[src/rtl/pp_pkg.sv]
package pp_pkg;

    localparam int NUM_BANKS = 2;

    typedef enum logic {
        BANK_0 = 1'b0,
        BANK_1 = 1'b1
    } bank_e;

    function automatic bank_e other_bank(input bank_e b);
        return (b == BANK_0) ? BANK_1 : BANK_0;
    endfunction

endpackage

[src/rtl/pp_sel_ctrl.sv]
module pp_sel_ctrl
    import pp_pkg::*;
#(
    parameter int DEPTH = 8,
    localparam int IDX_W = (DEPTH > 1) ? $clog2(DEPTH) : 1
) (
    input  logic             clk,
    input  logic             rst,
    input  logic             step,
    output logic [IDX_W-1:0] slot,
    output bank_e            wr_sel,
    output bank_e            rd_sel,
    output logic             primed
);

    localparam logic [IDX_W-1:0] LAST_SLOT = IDX_W'(DEPTH - 1);

    logic wrap;
    assign wrap = step && (slot == LAST_SLOT);

    always_ff @(posedge clk) begin
        if (rst) begin
            slot   <= '0;
            wr_sel <= BANK_0;
            rd_sel <= BANK_0;
            primed <= 1'b0;
        end else if (step) begin
            if (wrap) begin
                slot   <= '0;
                wr_sel <= other_bank(wr_sel);
                rd_sel <= wr_sel;
                primed <= 1'b1;
            end else begin
                slot <= slot + 1'b1;
            end
        end
    end

endmodule

[src/rtl/pp_bank.sv]
module pp_bank #(
    parameter int DATA_W = 16,
    parameter int DEPTH  = 8,
    localparam int IDX_W = (DEPTH > 1) ? $clog2(DEPTH) : 1
) (
    input  logic              clk,
    input  logic              rst,
    input  logic              we,
    input  logic [IDX_W-1:0]  slot,
    input  logic [DATA_W-1:0] wdata,
    output logic [DATA_W-1:0] rdata
);

    logic [DATA_W-1:0] mem [DEPTH];

    always_ff @(posedge clk) begin
        if (rst) begin
            for (int i = 0; i < DEPTH; i++) begin
                mem[i] <= '0;
            end
        end else if (we) begin
            mem[slot] <= wdata;
        end
    end

    assign rdata = mem[slot];

endmodule

[src/rtl/pp_merge.sv]
module pp_merge
    import pp_pkg::*;
#(
    parameter int DATA_W = 16
) (
    input  logic              clk,
    input  logic              rst,
    input  logic              step,
    input  logic              primed,
    input  bank_e             rd_sel,
    input  logic [DATA_W-1:0] rdata_0,
    input  logic [DATA_W-1:0] rdata_1,
    output logic              out_valid,
    output logic [DATA_W-1:0] out_data,
    output logic              out_bank
);

    logic [DATA_W-1:0] sum;
    assign sum = rdata_0 + rdata_1;

    always_ff @(posedge clk) begin
        if (rst) begin
            out_valid <= 1'b0;
            out_data  <= '0;
            out_bank  <= 1'b0;
        end else begin
            out_valid <= step && primed;
            if (step && primed) begin
                out_data <= sum;
                out_bank <= rd_sel;
            end
        end
    end

endmodule

[src/rtl/pp_access_buffer.sv]
module pp_access_buffer
    import pp_pkg::*;
#(
    parameter int DATA_W = 16,
    parameter int DEPTH  = 8
) (
    input  logic              clk,
    input  logic              rst,
    input  logic              in_valid,
    input  logic [DATA_W-1:0] in_data,
    output logic              out_valid,
    output logic [DATA_W-1:0] out_data,
    output logic              out_bank
);

    localparam int IDX_W = (DEPTH > 1) ? $clog2(DEPTH) : 1;

    logic [IDX_W-1:0]  slot;
    bank_e             wr_sel;
    bank_e             rd_sel;
    logic              primed;
    logic [DATA_W-1:0] bank_rd [NUM_BANKS];

    pp_sel_ctrl #(.DEPTH(DEPTH)) u_ctrl (
        .clk    (clk),
        .rst    (rst),
        .step   (in_valid),
        .slot   (slot),
        .wr_sel (wr_sel),
        .rd_sel (rd_sel),
        .primed (primed)
    );

    for (genvar g = 0; g < NUM_BANKS; g++) begin : g_bank
        logic [DATA_W-1:0] wdata;
        // active bank takes the input word, the idle bank is cleared at the slot
        assign wdata = (wr_sel == bank_e'(g)) ? in_data : '0;

        pp_bank #(.DATA_W(DATA_W), .DEPTH(DEPTH)) u_bank (
            .clk   (clk),
            .rst   (rst),
            .we    (in_valid),
            .slot  (slot),
            .wdata (wdata),
            .rdata (bank_rd[g])
        );
    end

    pp_merge #(.DATA_W(DATA_W)) u_merge (
        .clk       (clk),
        .rst       (rst),
        .step      (in_valid),
        .primed    (primed),
        .rd_sel    (rd_sel),
        .rdata_0   (bank_rd[0]),
        .rdata_1   (bank_rd[1]),
        .out_valid (out_valid),
        .out_data  (out_data),
        .out_bank  (out_bank)
    );

endmodule

[config.mk]
export PLATFORM = sky130hd
export DESIGN_NAME = pp_access_buffer
export DESIGN_NICKNAME = d
export VERILOG_FILES = /design/src/rtl/pp_pkg.sv /design/src/rtl/pp_sel_ctrl.sv /design/src/rtl/pp_bank.sv /design/src/rtl/pp_merge.sv /design/src/rtl/pp_access_buffer.sv
export SDC_FILE = /design/constraint.sdc
export NUM_CORES = 1
export LEC_CHECK = 0
export BUFFER_PORTS_ARGS = -buffer_cell sky130_fd_sc_hd__clkbuf_2
export CAP_MARGIN = 20
export CORE_MARGIN = 2
export CORE_UTILIZATION = 56
export CTS_CLUSTER_DIAMETER = 50
export DETAILED_ROUTE_END_ITERATION = 8
export HOLD_SLACK_MARGIN = 0.08
export PLACE_DENSITY = 0.78
export SETUP_SLACK_MARGIN = 0.3
export SYNTH_ARGS = -nofsm -noshare
export SYNTH_HDL_FRONTEND = slang
export SYNTH_SLANG_ARGS = --single-unit
[constraint.sdc]
create_clock -name clk -period 2.9 [get_ports clk]
set_input_delay 0.58 -clock clk [delete_from_list [all_inputs] [get_ports clk]]
set_output_delay 0.58 -clock clk [all_outputs]
set_load 0.1 [all_outputs]
# == After elaboration in Yosys (flattened, before gate mapping) ==
# Memories as Yosys holds them, arrays and structs flattened. A register that Yosys moved wholly into a read port is not among the register bits.
# Index checks and enable logic that the tools add are counted.
# totals
ff_bits,24
ram_bits,256
in_bits,19
out_inout_bits,18
elab_cells,36
memories,2
# mem_list
name,words,width,rd,rd_ports_with_merged_regs,write_ports,line,text
g_bank[0].u_bank.mem,8,16,1,1,8,pp_bank.sv:14,logic [DATA_W-1:0] mem [DEPTH];
g_bank[1].u_bank.mem,8,16,1,1,8,pp_bank.sv:14,
# op_classes
add_sub_neg,2
n_eq_ne,1
n_mux,19
n_reduce_logical,5
# ops
operator,n
16-bit 2-to-1 mux,4
16-bit OR reduction,2
3-bit 2-to-1 mux,7
16-bit adder,1
1-bit 2-to-1 mux,8
3-bit by 1-bit adder with 3-bit output (second input constant),1
3-bit == test (second input constant),1
1-bit logical AND,2
2-bit AND reduction,1

# == Longest topological paths before layout ==
# Gate-level depths: netlist of the first run.
# logic_depth
ltp_word,5
depth_mapped,13
mapped_depth_nobuf,11

# == Cells and area by module ==
# A second synthesis of the first run with hierarchy kept.
# unflattened
cells_unflattened,965
area_unflattened_um2,13460.4
# modules_own_cells
module,n_inst,cells_each,area_each_um2,seq_area_each_um2
pp_bank,2,374,5834.3,3843.7
pp_merge,1,158,1320.0,360.3
pp_sel_ctrl,1,24,255.2,120.1
pp_access_buffer,1,35,216.5,0.0

# == Least setup slack after synthesis of the first run ==
# Ideal clock, no wire load.
# synth_path
path_type,register to register
start,reg with a tool-made name
end,reg u_merge.out_data[12]
setup_ns,0.095
arrival_time_ns,2.997
t_required_ns,2.805
slack_ns,-0.192
stages_incl_launch_ff,13
path_buffers,2
period_less_slack_ns,3.092
cell_sequence,dfxtp_1 > buf_2 > buf_2 > mux4_2 > mux2_2 > ha_1 > inv_1 > fa_1 > nor2b_4 > o31ai_4 > a21oi_2 > o32a_1 > o311ai_1
# synth_rtl
element,line,text
"end signal, assigned",pp_merge.sv:29,out_data <= sum;
"end, declared",pp_merge.sv:14,"output logic [DATA_W-1:0] out_data,"

==> reports/results.md, run 1 <==
## Run status
* **outcome** finished with violations
* **violated checks** setup timing

## Setup path
* **flop-to-flop setup slack** -0.15 ns
* **element type at the critical path start** register
* **critical path required time** 3.34 ns
* **Worst Path Arrival** 3.50 ns
* **CP Capture Type** register
* **Crit Path Max Fanout** 7
* **Worst Path Class, Setup** reg -> reg

## Job
* **reported max-cap violation count** 0

## Synth
* **commonest cells in the netlist** sky130_fd_sc_hd__nor2_1 (270), sky130_fd_sc_hd__edfxtp_1 (256), sky130_fd_sc_hd__mux4_2 (62)
* **top-count cell post-synth** sky130_fd_sc_hd__nor2_1
* **prevailing post-synth register cell** sky130_fd_sc_hd__edfxtp_1
* **Avg Cell Area, Syn** 13.6 um2
* **proportion of synthesized flip-flops having asynchronous set or reset** 0
* **top area cells in the synthesized netlist** sky130_fd_sc_hd__edfxtp_1 (61%), sky130_fd_sc_hd__mux4_2 (11%), sky130_fd_sc_hd__nor2_1 (8.0%)
* **register bit total from synthesis** 283
* **area leader, netlist** sky130_fd_sc_hd__edfxtp_1
* **net count of the mapped netlist** 961
* **Yosys warning count** 0
* **Cells after Synth** 924
* **area share of the largest cell type after synthesis** 0.610
* **post-synthesis instance area** 12600 um2
* **count of distinct cell types in the synthesized netlist** 53
* **count of flip-flops with a built-in enable after synthesis** 256
* **portion of the post-synthesis area used by sequential elements** 0.653

## Finish
* **area of combinational cells with multiple inputs** 4410 um2
* **proportion of layout cells with a drive suffix above 1** 0.292
* **diode insertion count for antenna repair** 0
* **fill count** 1419
* **non-filler cells, final** 1314
* **# nets final** 1047
* **Syn-to-layout area delta** 18.9%
* **Reg area** 8230 um2

## Detailed routing
* **average vias per placed instance** 6.12
* **routed length per placed instance** 24.1 um
* **number of nets with antenna violations after detailed routing** 0
* **DRC marker count from the first detailed-route iteration** 907
* **number of detailed-routing iterations run before antenna repair** 4
* **final wirelength** 31.7 mm
* **number of remaining DRC errors** 0
* **routed vias** 8036

## STA
* **RSZ-0062 raised after global routing** true
* **aggregate negative setup slack** -0.727 ns
* **final worst-path cycle share** 1.05
* **final hold violations** 0
* **final count of pins violating max slew** 0
* **setup violation total in the final timing report** 10
* **max-slew headroom at the worst pin** 0.624
* **worst setup slack after layout** -0.152 ns
* **slew at the pin closest to its max-slew limit** 0.563 ns
* **Final Skew** 0.0217 ns
* **Highest Clock Rate** 0.328 GHz
* **worst hold slack across all endpoints** 0.455 ns
* **crit path time final** 3.05 ns

## CTS
* **clock buffer depth** 3
* **clock latency on the worst-skew pair** 0.56 ns
* **clock-pin slew reported for the worst setup and hold paths after clock tree synthesis** 0.06 ns
* **CTS tree** yes
* **CTS H-Tree Depth** 1
* **CTS Hold Buffers Added** 0
* **clk sinks** 283
* **clock root buffer master** sky130_fd_sc_hd__clkbuf_16
* **number of buffers added by the clock tree synthesis step** 30

## Die
* **area inside the core boundary** 22000 um2
* **total I/O pin count** 37
* **Rows** 54
* **die height** 154 um
* **horizontal die dimension** 154 um
* **starting density of the core** 0.574
* **area of the die** 23700 um2

## Global route
* **pin count of the biggest net entering global routing** 35
* **total grt overflow** 0
* **total routing usage reported by global routing** 0.267
* **global-route wire length before repair** 47.6 mm
* **antenna violations before repair** 0
* **via count of the first global-routing pass** 8036

## Pwr
* **reported leakage power** 5.36 nW
* **maximum vdd ir drop** 0.502 mV
* **power density relative to cell area** 641 nW/um2

## Placed design
* **final weighted congestion in routability-driven placement** 0.872
* **# placed instances** 1234
* **sum of net half-perimeters after detailed placement** 17.7 mm
* **Buffers on Ports** 36

## Min path
* **path class of the lowest-slack min-delay path** reg -> reg

## worst paths after layout
check | from | end | cells past startpoint
worst min-delay path | u_merge.out_data[4]$_SDFFE_PP0P_ | u_merge.out_data[4]$_SDFFE_PP0P_ | 2
worst min register to register | u_merge.out_data[4]$_SDFFE_PP0P_ | u_merge.out_data[4]$_SDFFE_PP0P_ | 2
worst max-delay path | register | u_merge.out_data[12]$_SDFFE_PP0P_ | 12
worst max register to register | register | u_merge.out_data[12]$_SDFFE_PP0P_ | 12
## power by group
part           internal, mW  total (mW)  switching (mW)
Sequential             4.60        4.65          0.0525
Clock                  2.06        3.60            1.54
Combinational         0.671        1.36           0.694
## cell type report
type                    instances  share of cell area
flip-flops and latches        283               0.550
inverters                       7             0.00175
multi-input cells             565               0.294
clock buffers                  41              0.0543
repair buffers                123              0.0692
clock inverters                15             0.00727
well taps                     280              0.0234
## flip-flops by register name (all words and copies together), names as in the netlist, named ones only
name	count
u_ctrl.wr_sel	1
u_ctrl.primed	1
u_merge.out_valid	1
u_ctrl.rd_sel	1
u_merge.out_data	16
g_bank.u_bank.mem	256
u_merge.out_bank	1
u_ctrl.slot	3
## worst max-delay path: stages (launching register included)
cell,delay [ns]
sky130_fd_sc_hd__dfxtp_4,0.39
sky130_fd_sc_hd__buf_12,0.12
sky130_fd_sc_hd__buf_12,0.12
sky130_fd_sc_hd__mux4_2,0.51
sky130_fd_sc_hd__mux2_4,0.30
sky130_fd_sc_hd__ha_4,0.18
sky130_fd_sc_hd__inv_2,0.06
sky130_fd_sc_hd__fa_2,0.25
sky130_fd_sc_hd__nor2b_4,0.07
sky130_fd_sc_hd__o31ai_4,0.26
sky130_fd_sc_hd__a21oi_2,0.13
sky130_fd_sc_hd__o32a_1,0.32
sky130_fd_sc_hd__o311ai_1,0.22
## routing by layer
| metal | vias up | part of all wire | GRT usage | wire length, um |
|---|---|---|---|---|
| li1 | 3530 | - | - | - |
| met1 | 3966 | 0.38 | 0.368 | 11900 |
| met2 | 478 | 0.49 | 0.426 | 15400 |
| met3 | 62 | 0.11 | 0.0558 | 3480 |
| met4 | 0 | 0.026 | 0.100 | 812 |
| met5 | - | 0 | 0 | 0 |
## repair_timing
item	CTS	global route
hold endpoints to repair	0	0
buffers inserted	13	8
cloned	2	1
pin swaps	15	26
resized for setup	36	28
setup endpoints to repair	13	14
## cell families after synthesis
group	synth area share
and+or+nand+nor	0.123
DFF	0.653
muxes	0.139
buffers and inverters	0.0235
AOI/OAI and AO/OA	0.0317
adders and majority gates	0.0185
xor gates and xnor gates	0.0111
## per-stage QoR
stage / instance area [um2] / setup slack, ns / utilization / total power, mW
floorplan: 12700 / 0.0761 / - / 5.43
global placement: 13500 / -0.0235 / 0.613 / 5.77
detailed placement: 13500 / -0.0621 / 0.613 / 5.80
CTS: 14800 / -0.0549 / 0.672 / 9.49
global route: 15000 / -0.280 / 0.682 / 9.90
finish: 15000 / -0.152 / 0.682 / 9.61
## layout by cell type (no fill, tap or decap), drive strengths merged, types with 2 or more instances in the layout
cell type	count
nor2b	4
mux2i	4
xnor2	9
nand4	2
nor2	271
or2	2
nand2	52
a211oi	4
mux4	62
nand3	14
a21oi	22
o211ai	3
inv	9
nor3	8
ha	17
clkbuf	78
dfxtp	27
mux2	28
clkinv	11
o21a	3
edfxtp	256
a21o	3
nand2b	18
buf	86
nand3b	2
o21ai	11
xor2	7
and3	2
Note: power is estimated with default switching activity, not from simulation.
==> inputs of run 2 (changes only) <==
--- a/config.mk
+++ b/config.mk
@@ -16,4 +16,5 @@
 export SETUP_SLACK_MARGIN = 0.3
 export SYNTH_ARGS = -nofsm -noshare
 export SYNTH_HDL_FRONTEND = slang
+export SYNTH_HIERARCHICAL = 1
 export SYNTH_SLANG_ARGS = --single-unit
==> run 2 against run 1 <==
  * The flow still finishes with violations (setup timing)
  * Global-route usage fell by 0.59 points
  * Count of clock-buffer cells in the layout fell by 7
  * Worst hold slack barely moved
  * Register-to-register slack improved by 0.09 ns
  * Combinational power fell by 14%
  * Final cell count rose by 6.5%
  * Sequential power fell by 1%
  * Via count rose by 2.7%
  * Sequential cell count fell by 3
  * Critical path type unchanged
==> reports/results.md, run 2 <==
## Detailed routing
* **routed vias** 8254
* **number of detailed-routing iterations run before antenna repair** 5
* **routed length per placed instance** 23.7 um
* **average vias per placed instance** 5.90
* **final wirelength** 33.1 mm
* **number of nets with antenna violations after detailed routing** 0
* **number of remaining DRC errors** 0
* **DRC marker count from the first detailed-route iteration** 808

## Placed design
* **sum of net half-perimeters after detailed placement** 20.2 mm
* **Worst Setup Slack post-DPL** -0.0528 ns
* **Buffers on Ports** 36
* **final weighted congestion in routability-driven placement** 0.888

## Synth
* **Yosys warning count** 6
* **multiplexer share of the synthesized area** 0.114
* **proportion of synthesized flip-flops having asynchronous set or reset** 0
* **register bit total from synthesis** 280
* **prevailing post-synth register cell** sky130_fd_sc_hd__edfxtp_1
* **top area cells in the synthesized netlist** sky130_fd_sc_hd__edfxtp_1 (57%), sky130_fd_sc_hd__and2_1 (13%), sky130_fd_sc_hd__mux4_2 (10%)
* **Avg Cell Area, Syn** 13.9 um2
* **top-count cell post-synth** sky130_fd_sc_hd__and2_1
* **simple-gate portion of the synthesized area** 0.204
* **area share of the largest cell type after synthesis** 0.571
* **largest family of logic cells by synthesized area** simple AND/OR/NAND/NOR gates
* **commonest cells in the netlist** sky130_fd_sc_hd__and2_1 (274), sky130_fd_sc_hd__edfxtp_1 (256), sky130_fd_sc_hd__nand2_1 (92)
* **complex-gate fraction of the synthesized area** 0.0319
* **post-synthesis instance area** 13500 um2
* **count of flip-flops with a built-in enable after synthesis** 256
* **count of distinct cell types in the synthesized netlist** 56
* **net count of the mapped netlist** 1002
* **Post-Synth Adder-Cell Area** 0.0173
* **share of the synthesized netlist area taken by xor and xnor gates** 0.00586
* **area leader, netlist** sky130_fd_sc_hd__edfxtp_1
* **portion of the post-synthesis area used by sequential elements** 0.607
* **Cells after Synth** 965

## Die
* **horizontal die dimension** 159 um
* **die height** 159 um
* **area inside the core boundary** 23500 um2
* **area of the die** 25300 um2
* **Rows** 56
* **total I/O pin count** 37
* **starting density of the core** 0.572

## Pwr
* **reported leakage power** 5.96 nW
* **maximum vdd ir drop** 0.417 mV
* **power density relative to cell area** 608 nW/um2

## Finish
* **Syn-to-layout area delta** 17.9%
* **Largest register FFs** 256
* **leading cell type in the layout, fill and taps excluded** sky130_fd_sc_hd__and2_1
* **Reg area** 8170 um2
* **area of combinational cells with multiple inputs** 5310 um2
* **largest register by flop count** g_bank.u_bank/mem
* **fill count** 1559
* **most frequent cells in the layout** sky130_fd_sc_hd__and2_1 (274), sky130_fd_sc_hd__edfxtp_1 (256), sky130_fd_sc_hd__nand2_1 (79)
* **# nets final** 1094
* **proportion of layout cells with a drive suffix above 1** 0.286
* **core occupancy in the finished layout** 0.674
* **largest registers** g_bank.u_bank/mem x256, u_merge/out_data x16, u_ctrl/slot x3
* **diode insertion count for antenna repair** 0

## STA
* **RSZ-0062 raised after global routing** true
* **setup violation total in the final timing report** 5
* **final worst-path cycle share** 1.02
* **worst setup slack after layout** -0.0642 ns
* **Highest Clock Rate** 0.337 GHz
* **final count of pins violating max slew** 0
* **max-slew headroom at the worst pin** 0.539
* **crit path time final** 2.96 ns
* **Final Skew** 0.0166 ns
* **worst hold slack across all endpoints** 0.455 ns
* **slew at the pin closest to its max-slew limit** 0.690 ns
* **aggregate negative setup slack** -0.173 ns
* **final hold violations** 0

## Setup path
* **Crit Path Max Fanout** 5
* **Worst Path Class, Setup** reg -> reg
* **Worst Path Arrival** 3.40 ns
* **r2r startpoint** u_ctrl/slot[0]$_SDFFE_PP0P_
* **Reg2Reg Depth** 11
* **CP Capture Type** register
* **Reg2Reg Capture Point** u_merge/out_data[12]$_SDFFE_PP0P_
* **beginning of the critical path** u_ctrl/slot[0]$_SDFFE_PP0P_
* **critical path required time** 3.34 ns
* **element type at the critical path start** register
* **flop-to-flop setup slack** -0.06 ns
* **endpoint of the most critical setup path** u_merge/out_data[12]$_SDFFE_PP0P_

## CTS
* **CTS Hold Buffers Added** 0
* **clk sinks** 280
* **clock latency on the worst-skew pair** 0.56 ns
* **CTS tree** yes
* **clock root buffer master** sky130_fd_sc_hd__clkbuf_16
* **clock-pin slew reported for the worst setup and hold paths after clock tree synthesis** 0.06 ns
* **CTS H-Tree Depth** 1
* **number of buffers added by the clock tree synthesis step** 31
* **clock buffer depth** 3

## Global route
* **antenna violations before repair** 0
* **total routing usage reported by global routing** 0.262
* **pin count of the biggest net entering global routing** 28
* **total grt overflow** 0
* **met3 routing resource usage after global routing** 0.0357
* **via count of the first global-routing pass** 8590
* **met2 GRT Util** 0.429
* **met1 GRT Util** 0.357
* **global-route wire length before repair** 50.1 mm
* **most crowded layer after global routing** met2

## Job
* **reported max-cap violation count** 0

## Run status
* **outcome** finished with violations
* **violated checks** setup timing

## Min path
* **HP Start** u_merge/out_data[12]$_SDFFE_PP0P_
* **path class of the lowest-slack min-delay path** reg -> reg

## run 2: cell count changes in the layout (fill, tap and decap cells not counted), sizes merged, moves of 14 or more
| cell | change |
|---|---|
| mux2 | -20 |
| nor2 | -245 |
| buf | -15 |
| nand2 | +40 |
| and2 | +273 |
| or2 | +14 |
## run 2: report_power, final
group	switching, mW	internal [mW]
Combinational	0.637	0.532
Clock	1.57	2.31
Sequential	0.0468	4.55
Total	2.26	7.39
## run 2: through the flow
stage	cells	area [um2]	total power, mW
3_3_place_gp	1328	14400	5.63
4_1_cts	1395	15700	9.59
5_1_grt	1400	15900	9.93
2_1_floorplan	965	13500	5.29
6_report	1400	15900	9.65
3_5_place_dp	1328	14400	5.65
## run 2: cell families after synthesis
group	after synthesis
AO/OA/AOI/OAI	63
XOR/XNOR	9
adder cells (fa/ha/maj)	18
buffers and inverters	52
flip-flops	280
multiplexers	77
AND/OR/NAND/NOR	466
## run 2: final cells by class
cell class | count | share of cell area
Clock buffer | 34 | 0.0496
Clock inverter | 23 | 0.0143
Inverter | 4 | 0.000946
Multi-Input combinational cell | 633 | 0.335
Sequential cell | 280 | 0.515
Tap cell | 319 | 0.0251
Timing Repair Buffer | 107 | 0.0605
## run 2: worst min path at each step
stage	end	slack, ns	depth (start not counted)
finish	u_merge/out_data[12]$_SDFFE_PP0P_	0.46	2
global route	u_merge/out_data[12]$_SDFFE_PP0P_	0.47	2
global placement	u_merge/out_bank$_SDFFE_PP0P_	0.44	2
CTS	u_merge/out_bank$_SDFFE_PP0P_	0.46	2
floorplan	u_merge/out_bank$_SDFFE_PP0P_	0.43	2
detailed placement	u_merge/out_bank$_SDFFE_PP0P_	0.45	2
## run 2: worst max-delay path, cell delays in order (launching register included)
cell and delay, ns:
sky130_fd_sc_hd__dfxtp_4 0.40, sky130_fd_sc_hd__buf_4 0.15, sky130_fd_sc_hd__buf_16 0.12, sky130_fd_sc_hd__mux4_2 0.50, sky130_fd_sc_hd__mux2_4 0.31, sky130_fd_sc_hd__ha_4 0.27, sky130_fd_sc_hd__a211oi_4 0.30, sky130_fd_sc_hd__o21bai_4 0.14
sky130_fd_sc_hd__o2111ai_4 0.25, sky130_fd_sc_hd__a31oi_1 0.14, sky130_fd_sc_hd__xnor2_1 0.18, sky130_fd_sc_hd__o21ai_1 0.08
## run 2: routing by layer
| layer | wire [um] | vias to the layer above |
|---|---|---|
| met5 | 0 | - |
| met4 | 1170 | 0 |
| met3 | 2610 | 83 |
| met2 | 16000 | 389 |
| met1 | 13300 | 4107 |
| li1 | - | 3675 |
## run 2: repair_timing
| action | CTS | global route |
|---|---|---|
| setup buffers | 8 | 5 |
| cloned | 2 | 0 |
| pin swaps | 11 | 31 |
| setup endpoints to repair | 12 | 12 |
| resized for setup | 22 | 27 |
==> inputs of run 3 (changes only) <==
--- a/config.mk
+++ b/config.mk
@@ -9,6 +9,7 @@
 export CAP_MARGIN = 20
 export CORE_MARGIN = 2
 export CORE_UTILIZATION = 56
+export CTS_BUF_LIST = sky130_fd_sc_hd__clkbuf_4 sky130_fd_sc_hd__clkbuf_8 sky130_fd_sc_hd__clkbuf_16
 export CTS_CLUSTER_DIAMETER = 50
 export DETAILED_ROUTE_END_ITERATION = 8
 export HOLD_SLACK_MARGIN = 0.08
==> run 3 against run 2 <==
  * Largest power group unchanged
  * Maximum frequency down 0.12%
  * Critical endpoint unchanged
  * Setup slack worse by 0.0036 ns
  * The run still ends with setup timing left
  * Register-to-register slack about the same
==> reports/results.md, run 3 (synthesized netlist as in run 2, its figures left out) <==
## Run status
* **outcome** finished with violations
* **violated checks** setup timing

## Die
* **starting density of the core** 0.572
* **Rows** 56
* **total I/O pin count** 37
* **die height** 159 um
* **area inside the core boundary** 23500 um2
* **horizontal die dimension** 159 um
* **area of the die** 25300 um2

## STA
* **setup violation total in the final timing report** 5
* **crit path time final** 2.97 ns
* **worst setup slack after layout** -0.0678 ns
* **worst hold slack across all endpoints** 0.455 ns
* **max-slew headroom at the worst pin** 0.539
* **final worst-path cycle share** 1.02
* **aggregate negative setup slack** -0.182 ns
* **final count of pins violating max slew** 0
* **Highest Clock Rate** 0.337 GHz
* **slew at the pin closest to its max-slew limit** 0.690 ns
* **Final Skew** 0.0157 ns
* **RSZ-0062 raised after global routing** true
* **final hold violations** 0

## Min path
* **path class of the lowest-slack min-delay path** reg -> reg
* **HP Start** u_merge/out_data[12]$_SDFFE_PP0P_

## Detailed routing
* **routed vias** 8213
* **average vias per placed instance** 5.87
* **number of detailed-routing iterations run before antenna repair** 5
* **final wirelength** 33.1 mm
* **routed length per placed instance** 23.6 um
* **number of nets with antenna violations after detailed routing** 0
* **DRC marker count from the first detailed-route iteration** 802
* **number of remaining DRC errors** 0

## Setup path
* **critical path, cell by cell** buf_4 -> buf_16 -> mux4_2 -> mux2_4 -> ha_4 -> a211oi_4 -> o21bai_4 -> o2111ai_4 -> a31oi_1 -> xnor2_1 -> o21ai_1
* **cell type of the slowest stage on the worst timing path** sky130_fd_sc_hd__mux4_2
* **CP Capture Type** register
* **beginning of the critical path** u_ctrl/slot[0]$_SDFFE_PP0P_
* **cell family with the largest share of critical-path delay** compound AO/OA/AOI/OAI gates
* **Worst Path Class, Setup** reg -> reg
* **highest cell delay on the worst timing path** 0.50 ns
* **element type at the critical path start** register
* **Crit Path Max Fanout** 5
* **critical path required time** 3.34 ns
* **Buf/Inv on CP** 2
* **r2r startpoint** u_ctrl/slot[0]$_SDFFE_PP0P_
* **Worst Path Arrival** 3.41 ns

## CTS
* **clk sinks** 280
* **CTS H-Tree Depth** 1
* **clock-pin slew reported for the worst setup and hold paths after clock tree synthesis** 0.06 ns
* **CTS Hold Buffers Added** 0
* **clock latency on the worst-skew pair** 0.56 ns
* **clock root buffer master** sky130_fd_sc_hd__clkbuf_16
* **clock buffer depth** 3
* **CTS tree** yes
* **number of buffers added by the clock tree synthesis step** 31

## Finish
* **most frequent cells in the layout** sky130_fd_sc_hd__and2_1 (274), sky130_fd_sc_hd__edfxtp_1 (256), sky130_fd_sc_hd__nand2_1 (79)
* **# nets final** 1094
* **diode insertion count for antenna repair** 0
* **Largest register FFs** 256
* **area of combinational cells with multiple inputs** 5310 um2
* **Reg area** 8170 um2
* **Syn-to-layout area delta** 18.0%
* **non-filler cells, final** 1400
* **final design instance area without fill** 15900 um2
* **leading cell type in the layout, fill and taps excluded** sky130_fd_sc_hd__and2_1
* **largest registers** g_bank.u_bank/mem x256, u_merge/out_data x16, u_ctrl/slot x3
* **core occupancy in the finished layout** 0.675
* **fill count** 1555
* **proportion of layout cells with a drive suffix above 1** 0.289
* **largest register by flop count** g_bank.u_bank/mem

## Pwr
* **reported leakage power** 5.97 nW
* **maximum vdd ir drop** 0.415 mV
* **power density relative to cell area** 609 nW/um2
* **Pwr Total** 9.67 mW

## Placed design
* **Buffers on Ports** 36
* **# placed instances** 1328
* **Worst Setup Slack post-DPL** -0.0528 ns
* **final weighted congestion in routability-driven placement** 0.888
* **area after detailed placement** 14400 um2
* **sum of net half-perimeters after detailed placement** 20.2 mm

## Global route
* **global-route wire length before repair** 50.1 mm
* **via count of the first global-routing pass** 8590
* **total grt overflow** 0
* **total routing usage reported by global routing** 0.262
* **antenna violations before repair** 0
* **pin count of the biggest net entering global routing** 28

## Job
* **reported max-cap violation count** 0

## run 3: changes by cell type in the layout (fill, tap and decap cells not counted)
cell | before | now
sky130_fd_sc_hd__clkbuf_1 | 3 | 0
sky130_fd_sc_hd__clkbuf_4 | 0 | 3
## run 3: power by group
| part | leakage (nW) | total, mW | internal, mW | switching, mW |
|---|---|---|---|---|
| registers | 2.85 | 4.60 | 4.55 | 0.0468 |
| logic | 2.62 | 1.17 | 0.532 | 0.637 |
| clock network | 0.507 | 3.91 | 2.34 | 1.57 |
## run 3: worst register-to-register path, stage by stage (launching register included)
cell and delay, ns:
sky130_fd_sc_hd__dfxtp_4 0.40, sky130_fd_sc_hd__buf_4 0.15, sky130_fd_sc_hd__buf_16 0.12, sky130_fd_sc_hd__mux4_2 0.50
sky130_fd_sc_hd__mux2_4 0.31, sky130_fd_sc_hd__ha_4 0.27, sky130_fd_sc_hd__a211oi_4 0.30, sky130_fd_sc_hd__o21bai_4 0.14
sky130_fd_sc_hd__o2111ai_4 0.26, sky130_fd_sc_hd__a31oi_1 0.14, sky130_fd_sc_hd__xnor2_1 0.18, sky130_fd_sc_hd__o21ai_1 0.08
## run 3: final timing paths
kind	to	slack, ns	cells after the start
hold reg to reg	u_merge/out_data[12]$_SDFFE_PP0P_	0.46	2
setup / recovery	u_merge/out_data[12]$_SDFFE_PP0P_	-0.07	11
hold / removal	u_merge/out_data[12]$_SDFFE_PP0P_	0.46	2
setup reg to reg	u_merge/out_data[12]$_SDFFE_PP0P_	-0.07	11
## run 3: timing repair
item	4_1_cts	5_1_grt
gates resized for setup	22	27
setup buffers	8	5
cloned	2	0
setup endpoints to repair	12	12
pin swaps	11	31
## run 3: layout make-up
| type | instances | share of cell area |
|---|---|---|
| sequential | 280 | 0.515 |
| timing repair buffer | 107 | 0.0605 |
| tap | 319 | 0.0251 |
| clock buffer | 34 | 0.0503 |
| multi-input combinational | 633 | 0.334 |
| clock inverter | 23 | 0.0143 |
| inverter | 4 | 0.000945 |
## run 3: layer usage
layer  wire (um)  share of wire  GRT usage
met4        1120          0.034      0.108
met1       13300           0.40      0.357
met5           0              0          0
met3        2630          0.079     0.0357
met2       16000           0.48      0.429
